### src/rtl/pp_pkg.sv
// Shared types for the ping-pong buffer selector.
// Assumes direction encoding 0 = OUT, 1 = IN.
package pp_pkg;
    typedef enum logic [1:0] {
        PP_OFF     = 2'b00,
        PP_EP0_OUT = 2'b01,
        PP_ALL     = 2'b10,
        PP_NO_EP0  = 2'b11
    } pp_mode_e;

    localparam logic DIR_OUT = 1'b0;
    localparam logic DIR_IN  = 1'b1;
endpackage

### src/rtl/pp_mask_gen.sv
// Decodes the double-buffering mode into one enable bit per pair.
// Pair index = {endpoint, direction}. Purely combinational.
module pp_mask_gen
    import pp_pkg::*;
#(
    parameter int NUM_EP = 16,
    localparam int NPAIR = 2 * NUM_EP
) (
    input  pp_mode_e         mode,
    output logic [NPAIR-1:0] en_vec
);
    for (genvar e = 0; e < NUM_EP; e++) begin : g_ep
        for (genvar d = 0; d < 2; d++) begin : g_dir
            localparam bit IS_EP0 = (e == 0);
            localparam bit IS_OUT = (d == 0);
            // Enable for this endpoint/direction under the current mode.
            always_comb begin
                case (mode)
                    PP_OFF:     en_vec[2*e+d] = 1'b0;
                    PP_EP0_OUT: en_vec[2*e+d] = IS_EP0 && IS_OUT;
                    PP_ALL:     en_vec[2*e+d] = 1'b1;
                    default:    en_vec[2*e+d] = !IS_EP0;
                endcase
            end
        end
    end
endmodule

### src/rtl/pp_ptr_bank.sv
// Bank of even/odd pointer flops, one per pair.
// A disabled pair is cleared. force_even clears every pair and wins over a strobe.
// Assumes done_idx is valid whenever done is high.
module pp_ptr_bank #(
    parameter int NPAIR = 32,
    localparam int IW = $clog2(NPAIR)
) (
    input  logic             clk,
    input  logic             rst_n,
    input  logic [NPAIR-1:0] en_vec,
    input  logic             force_even,
    input  logic             done,
    input  logic [IW-1:0]    done_idx,
    output logic [NPAIR-1:0] ptr_q
);
    for (genvar i = 0; i < NPAIR; i++) begin : g_ptr
        // Update one pointer: reset, clear, force, or toggle on its strobe.
        always_ff @(posedge clk) begin
            if (!rst_n)
                ptr_q[i] <= 1'b0;
            else if (!en_vec[i] || force_even)
                ptr_q[i] <= 1'b0;
            else if (done && done_idx == IW'(i))
                ptr_q[i] <= ~ptr_q[i];
        end
    end
endmodule

### src/rtl/pp_read_mux.sv
// Selects the queried pair's pointer. The result is gated so that disabled
// pairs and a held force-even read even without waiting a cycle.
module pp_read_mux #(
    parameter int NPAIR = 32,
    localparam int IW = $clog2(NPAIR)
) (
    input  logic [NPAIR-1:0] ptr_q,
    input  logic [NPAIR-1:0] en_vec,
    input  logic             force_even,
    input  logic [IW-1:0]    q_idx,
    output logic             rd_ptr
);
    // Gated lookup of the addressed pointer.
    always_comb rd_ptr = ptr_q[q_idx] & en_vec[q_idx] & ~force_even;
endmodule

### src/rtl/pp_buf_sel.sv
// Top: per-endpoint ping-pong buffer selector for NUM_EP endpoints.
// Pair index is {endpoint, direction}, with direction 0 = OUT and 1 = IN.
module pp_buf_sel #(
    parameter int NUM_EP = 16,
    localparam int EPW = $clog2(NUM_EP),
    localparam int NPAIR = 2 * NUM_EP,
    localparam int IW = EPW + 1
) (
    input  logic           clk,
    input  logic           rst_n,
    input  logic [1:0]     mode,
    input  logic           force_even,
    input  logic           done,
    input  logic [EPW-1:0] done_ep,
    input  logic           done_dir,
    input  logic [EPW-1:0] q_ep,
    input  logic           q_dir,
    output logic           rd_ptr
);
    logic [NPAIR-1:0] en_vec;
    logic [NPAIR-1:0] ptr_q;

    pp_mask_gen #(.NUM_EP(NUM_EP)) u_mask (
        .mode   (pp_pkg::pp_mode_e'(mode)),
        .en_vec (en_vec)
    );

    pp_ptr_bank #(.NPAIR(NPAIR)) u_bank (
        .clk        (clk),
        .rst_n      (rst_n),
        .en_vec     (en_vec),
        .force_even (force_even),
        .done       (done),
        .done_idx   ({done_ep, done_dir}),
        .ptr_q      (ptr_q)
    );

    pp_read_mux #(.NPAIR(NPAIR)) u_rd (
        .ptr_q      (ptr_q),
        .en_vec     (en_vec),
        .force_even (force_even),
        .q_idx      ({q_ep, q_dir}),
        .rd_ptr     (rd_ptr)
    );
endmodule

### config.mk
export PLATFORM = sky130hd
export DESIGN_NAME = pp_buf_sel
export DESIGN_NICKNAME = d
export VERILOG_FILES = /design/src/rtl/pp_pkg.sv /design/src/rtl/pp_mask_gen.sv /design/src/rtl/pp_ptr_bank.sv /design/src/rtl/pp_read_mux.sv /design/src/rtl/pp_buf_sel.sv
export SDC_FILE = /design/constraint.sdc
export NUM_CORES = 1
export LEC_CHECK = 0
export BUFFER_PORTS_ARGS = -buffer_cell sky130_fd_sc_hd__buf_2
export CAP_MARGIN = 5
export CORE_MARGIN = 10
export CORE_UTILIZATION = 62
export DETAILED_ROUTE_END_ITERATION = 10
export GPL_TIMING_DRIVEN = 0
export PLACE_DENSITY = 0.88
export SLEW_MARGIN = 10
export SYNTH_ARGS = -nofsm -noshare
export SYNTH_HDL_FRONTEND = slang
export SYNTH_SLANG_ARGS = --single-unit
### constraint.sdc
create_clock -name clk -period 4.15 [get_ports clk]
set_input_delay 0.2075 -clock clk [delete_from_list [all_inputs] [get_ports clk]]
set_output_delay 0.2075 -clock clk [all_outputs]
set_load 0.05 [all_outputs]
Word-level counts from Yosys, hierarchy flattened

Cells that the tools add are included.

Register bits after elaboration: 32
Output and inout bits: 1
Word-level logic and storage cells: 153

Order comparisons: 1
Eq/ne operators: 33
Mux-type cells: 7
Bitwise operators: 36
Reductions and logical operators: 44

Operators with widths:

| kind                 | count |
|---|---|
| $eq A5 B5 Y1 const B | 16 |
| $eq A5 B4 Y1 const B | 8 |
| $not A1 Y1           | 34 |
| $logic_and A1 B1 Y1  | 32 |
| $eq A5 B3 Y1 const B | 4 |
| $bmux W1 S5          | 2 |
| $eq A5 B2 Y1 const B | 2 |
| $reduce_or A2 Y1     | 5 |
| $lt A5 B6 Y1 const B | 1 |
| $eq A5 B1 Y1 const B | 1 |
| $logic_not A5 Y1     | 1 |
| $mux W1              | 5 |
| $logic_or A1 B1 Y1   | 3 |
| $and A1 B1 Y1        | 2 |
| $eq A2 B1 Y1 const B | 1 |
| $eq A2 B2 Y1 const B | 1 |
| $logic_not A1 Y1     | 2 |
| $logic_not A2 Y1     | 1 |

Longest topological paths before layout

Word-level depth: 7
Mapped depth: 6
Depth with buffers taken out: 6

By module

From an unflattened synthesis, not the netlist that was laid out.

Cells, all modules: 264
Area, all modules: 2,245.9 µm²

Modules (own cells, without submodules):

| module      | instances | cells each | area each (µm²) | sequential area each (µm²) |
|---|---|---|---|---|
| pp_ptr_bank | 1         | 160        | 1,559.0         | 640.6 |
| pp_read_mux | 1         | 69         | 420.4           | 0.0 |
| pp_mask_gen | 1         | 35         | 266.5           | 0.0 |

Worst setup path after synthesis

OpenSTA, ideal clock, no wires.

Kind: in2out
Start: in q_ep[1]
End: out rd_ptr
Arrival time: 2.287 ns
Data required time: 3.943 ns
Path slack: 1.656 ns
Cell stages on the path: 5
Cell sequence: buf_2 > nor4_2 > mux2i_1 > a311o_1 > a311oi_1

Cells in the longest elaborated chain, start to end: 4
Elaborated cells between the ends (all ways): 6

RTL lines:

| item                           | line              | RTL |
|---|---|---|
| start: declaration             | pp_buf_sel.sv:16  | `input logic [EPW-1:0] q_ep,` |
| $bmux W1 S5                    | pp_read_mux.sv:14 | `always_comb rd_ptr = ptr_q[q_idx] & en_vec[q_idx] & ~force_even;` |
| $mux W1 (implied by the code)  | pp_read_mux.sv:14 |  |
| $and A1 B1 Y1 (*) (2 in a row) | pp_read_mux.sv:14 |  |
| end: declaration               | pp_buf_sel.sv:18  | `output logic rd_ptr` |

Mark *: on every way between the ends. The rest lies on a longest branch, timed or not. The select of a mux whose other input is x is not followed.

Worst setup path after layout

Start: reg u_bank.ptr_q[10]
End: out rd_ptr

Cells in the longest elaborated chain, start to end: 4

RTL lines:

| item                             | line              | RTL |
|---|---|---|
| start: declaration               | pp_ptr_bank.sv:14 | `output logic [NPAIR-1:0] ptr_q` |
| start signal: indexed assignment | pp_ptr_bank.sv:24 | `ptr_q[i] <= ~ptr_q[i];` |
| $bmux W1 S5                      | pp_read_mux.sv:14 |  |
| $mux W1 (implied by the code)    | pp_read_mux.sv:14 |  |
| $and A1 B1 Y1 (2 in a row)       | pp_read_mux.sv:14 |  |

No other way between the ends. The select of a mux whose other input is x is not followed.

==> metrics.txt <==
mean routed wirelength per cell=~17 um; Pwr Density=309.9 mW/mm^2; Clock power frac=a little under two fifths; P_leak=between 0.7 and 0.8 nW; Core Region=around 0.0027 mm^2; CTS max path bufs=2; CTS tree=built; Initial Util=between 60% and 70%; Synth Net Count=around 210; Post-synth EDFFs=0; hold path startpoint=force_even; sequential area share after synthesis=between 30% and 40%; net switching power=0.1466 mW; combinational share of power=between 10% and 20%; Unique masters post-synth=33; gpl congestion=a little under 0.9; DP Area=~0.0019 mm^2; Largest regs=u_bank.ptr_q: 32 flops; via count=1506; synth top area cells=dfxtp_1 (36%), mux4_1 (7.5%), xor2_1 (6.0%), nor2_1 (5.1%), xnor2_1 (5.0%); Internal Power=0.4586 mW; most used standard cell by instance count after synthesis=dfxtp_1; post-CTS sizing=0; gr ovfl total=0; Post-Place Cells=between 200 and 250; prevailing post-synth register cell=dfxtp_1; unrepaired setup endpoints after global routing=false; FF-to-FF Start=u_bank.ptr_q[15]$_SDFFE_PP0P_; largest net degree at the start of global routing=11; global-route wire length before repair=around 7 mm; HP Class=in2reg; Crit path required time=roughly 3.9 ns; # diodes=0; Detailed Place HPWL=around 3.1 mm; Die Height=approximately 73 um; relative slew slack=54.66%; CP cell instances=mux4_1 -> mux2_2 -> nor3b_1 -> a311oi_1 -> buf_2; CP max FO=2; fin area=0.001953 mm^2; Post-synth top cells=dfxtp_1 (32), nor2_1 (24), nand2_1 (15), xor2_1 (12); DIE AREA=between 0.005 and 0.006 mm^2; Syn Area/Cell=a little over 9 um^2; Syn-to-layout area delta=10.79%; Worst-Margin Slew=around 0.67 ns; top-area cell type share of the netlist area=between 30% and 40%; clk sinks=32; post-layout util=between 70% and 80%; Worst Skew=0 ns; Post-route DRC=0; GRT Util Overall=between 15 and 20%; number of H-tree levels=2; setup TNS=0 ns; Reg with most FFs=u_bank.ptr_q; largest area contributor in the netlist=dfxtp_1; clk root buf=clkbuf_4; Achievable Freq=roughly 0.46 GHz; number of global-route vias before repair=around 1.4k; IO buf count=15; First-pass DRT Iterations=4; Worst path max stage delay=between 0.5 and 0.6 ns; number of core rows=19; WS Path Type=reg2out; Final Slew Violations=0; Tmin final=2.166 ns; #FFs+latches synth=32; Post-Syn Instances=between 150 and 200; layout cells sized above 1=16.67%; Ports=17; hold buffers post-CTS=0; Max IR drop VDD=a little over 0.3 mV; Final ANT Viol Nets=0; Worst-Skew Late Latency=about 0.33 ns; ys async rst share=0%; CP arrival=between 1.5 and 2 ns; yosys warns=0; Sw Ratio=between 20% and 30%; Final setup viols=0; setup bufs post-CTS=0; crit share post-route=between 50 and 60%; die width=roughly 73 um; max_cap viols=0; mapped cell area=approximately 0.0018 mm^2; CP Capture Type=primary output; initial antenna violation count=0; CTS Buf Count=5; crit path from=u_bank.ptr_q[10]$_SDFFE_PP0P_; Non-Filler Instances=between 200 and 250; DRT iter0 DRCs=86; CP Launch Type=flop; sequential share of power=between 50% and 60%; Final Hold Violating Endpoints=0; status=finished, final reports clean; Worst-path clk slew=0.10 ns; Critical Path Slowest Stage Cell=mux4_1; vias per cell=about 6.1; Largest register FFs=32; Final nets=234; routed wire length=4.186 mm
## path summary, 6_finish.rpt
| kind | to | slack [ns] | cells past startpoint |
|---|---|---|---|
| max | rd_ptr | 1.98 | 5 |
| min | u_bank.ptr_q[1]$_SDFFE_PP0P_ | 0.23 | 3 |
| max reg2reg | u_bank.ptr_q[15]$_SDFFE_PP0P_ | 3.17 | 2 |
| min reg2reg | u_bank.ptr_q[29]$_SDFFE_PP0P_ | 0.50 | 2 |
## power groups by stage
stage / combinational [mW] / sequential, mW / clock [mW]
CTS: 0.0641 / 0.308 / 0.230
detailed placement: 0.0633 / 0.315 / 0
global placement: 0.0602 / 0.315 / 0
floorplan: 0.0403 / 0.315 / 0
global route: 0.0705 / 0.308 / 0.245
finish: 0.0650 / 0.308 / 0.232
## worst max-delay path, delay by kind of cell (launching register included)
family	cells	cell delay (ns)
AO/OA/AOI/OAI	1	0.07
buffers and inverters	1	0.22
flip-flops	1	0.33
multiplexers	2	0.82
AND/OR/NAND/NOR	1	0.17
## kinds of logic after synthesis
logic type,Yosys count,share of synthesized area (%)
AOI/OAI and AO/OA,25,8.021
DFF,32,36.34
and+or+nand+nor,83,25.48
adders and majority gates,3,2.129
muxes,15,13.48
buffers and inverters,13,3.620
xor gates and xnor gates,22,10.93
## layout by cell type (no fill, tap or decap), types with 10 or more instances in the layout
cell type	synthesis	final
dfxtp_1	32	32
nor2_1	24	24
buf_2	3	18
nand2_1	15	15
xor2_1	12	12
o21ai_0	10	10
or3_1	10	10
a21oi_1	10	10
xnor2_1	10	10
## area by class of cell
cell class	count	area [um^2]
Timing Repair Buffer	15	75.07
Sequential cell	32	640.6
Multi-Input combinational cell	148	1059
Tap cell	31	38.79
Clock inverter	2	35.03
Buffer	10	52.55
Inverter	3	11.26
Clock buffer	6	41.29
Fill cell	213	780.7
## metal layers
metal | track usage [%] | vias up | part of all wire (%)
li1 | - | 732 | -
met5 | 0 | - | 0
met4 | 5.176 | 0 | 1.3
met1 | 19.22 | 730 | 42
met2 | 26.07 | 38 | 50
met3 | 5.518 | 6 | 6.2
## per-stage QoR
stage	setup WS (ns)	power, mW	hold WS (ns)
after floorplan	1.656	0.3555	0.4411
after global placement	2.211	0.3754	0.4642
after detailed placement	2.172	0.3786	0.4782
after CTS	1.987	0.6026	0.2338
after global routing	1.919	0.6234	0.2369
final	1.984	0.6052	0.2317
Note: power is estimated with default switching activity, not from simulation.
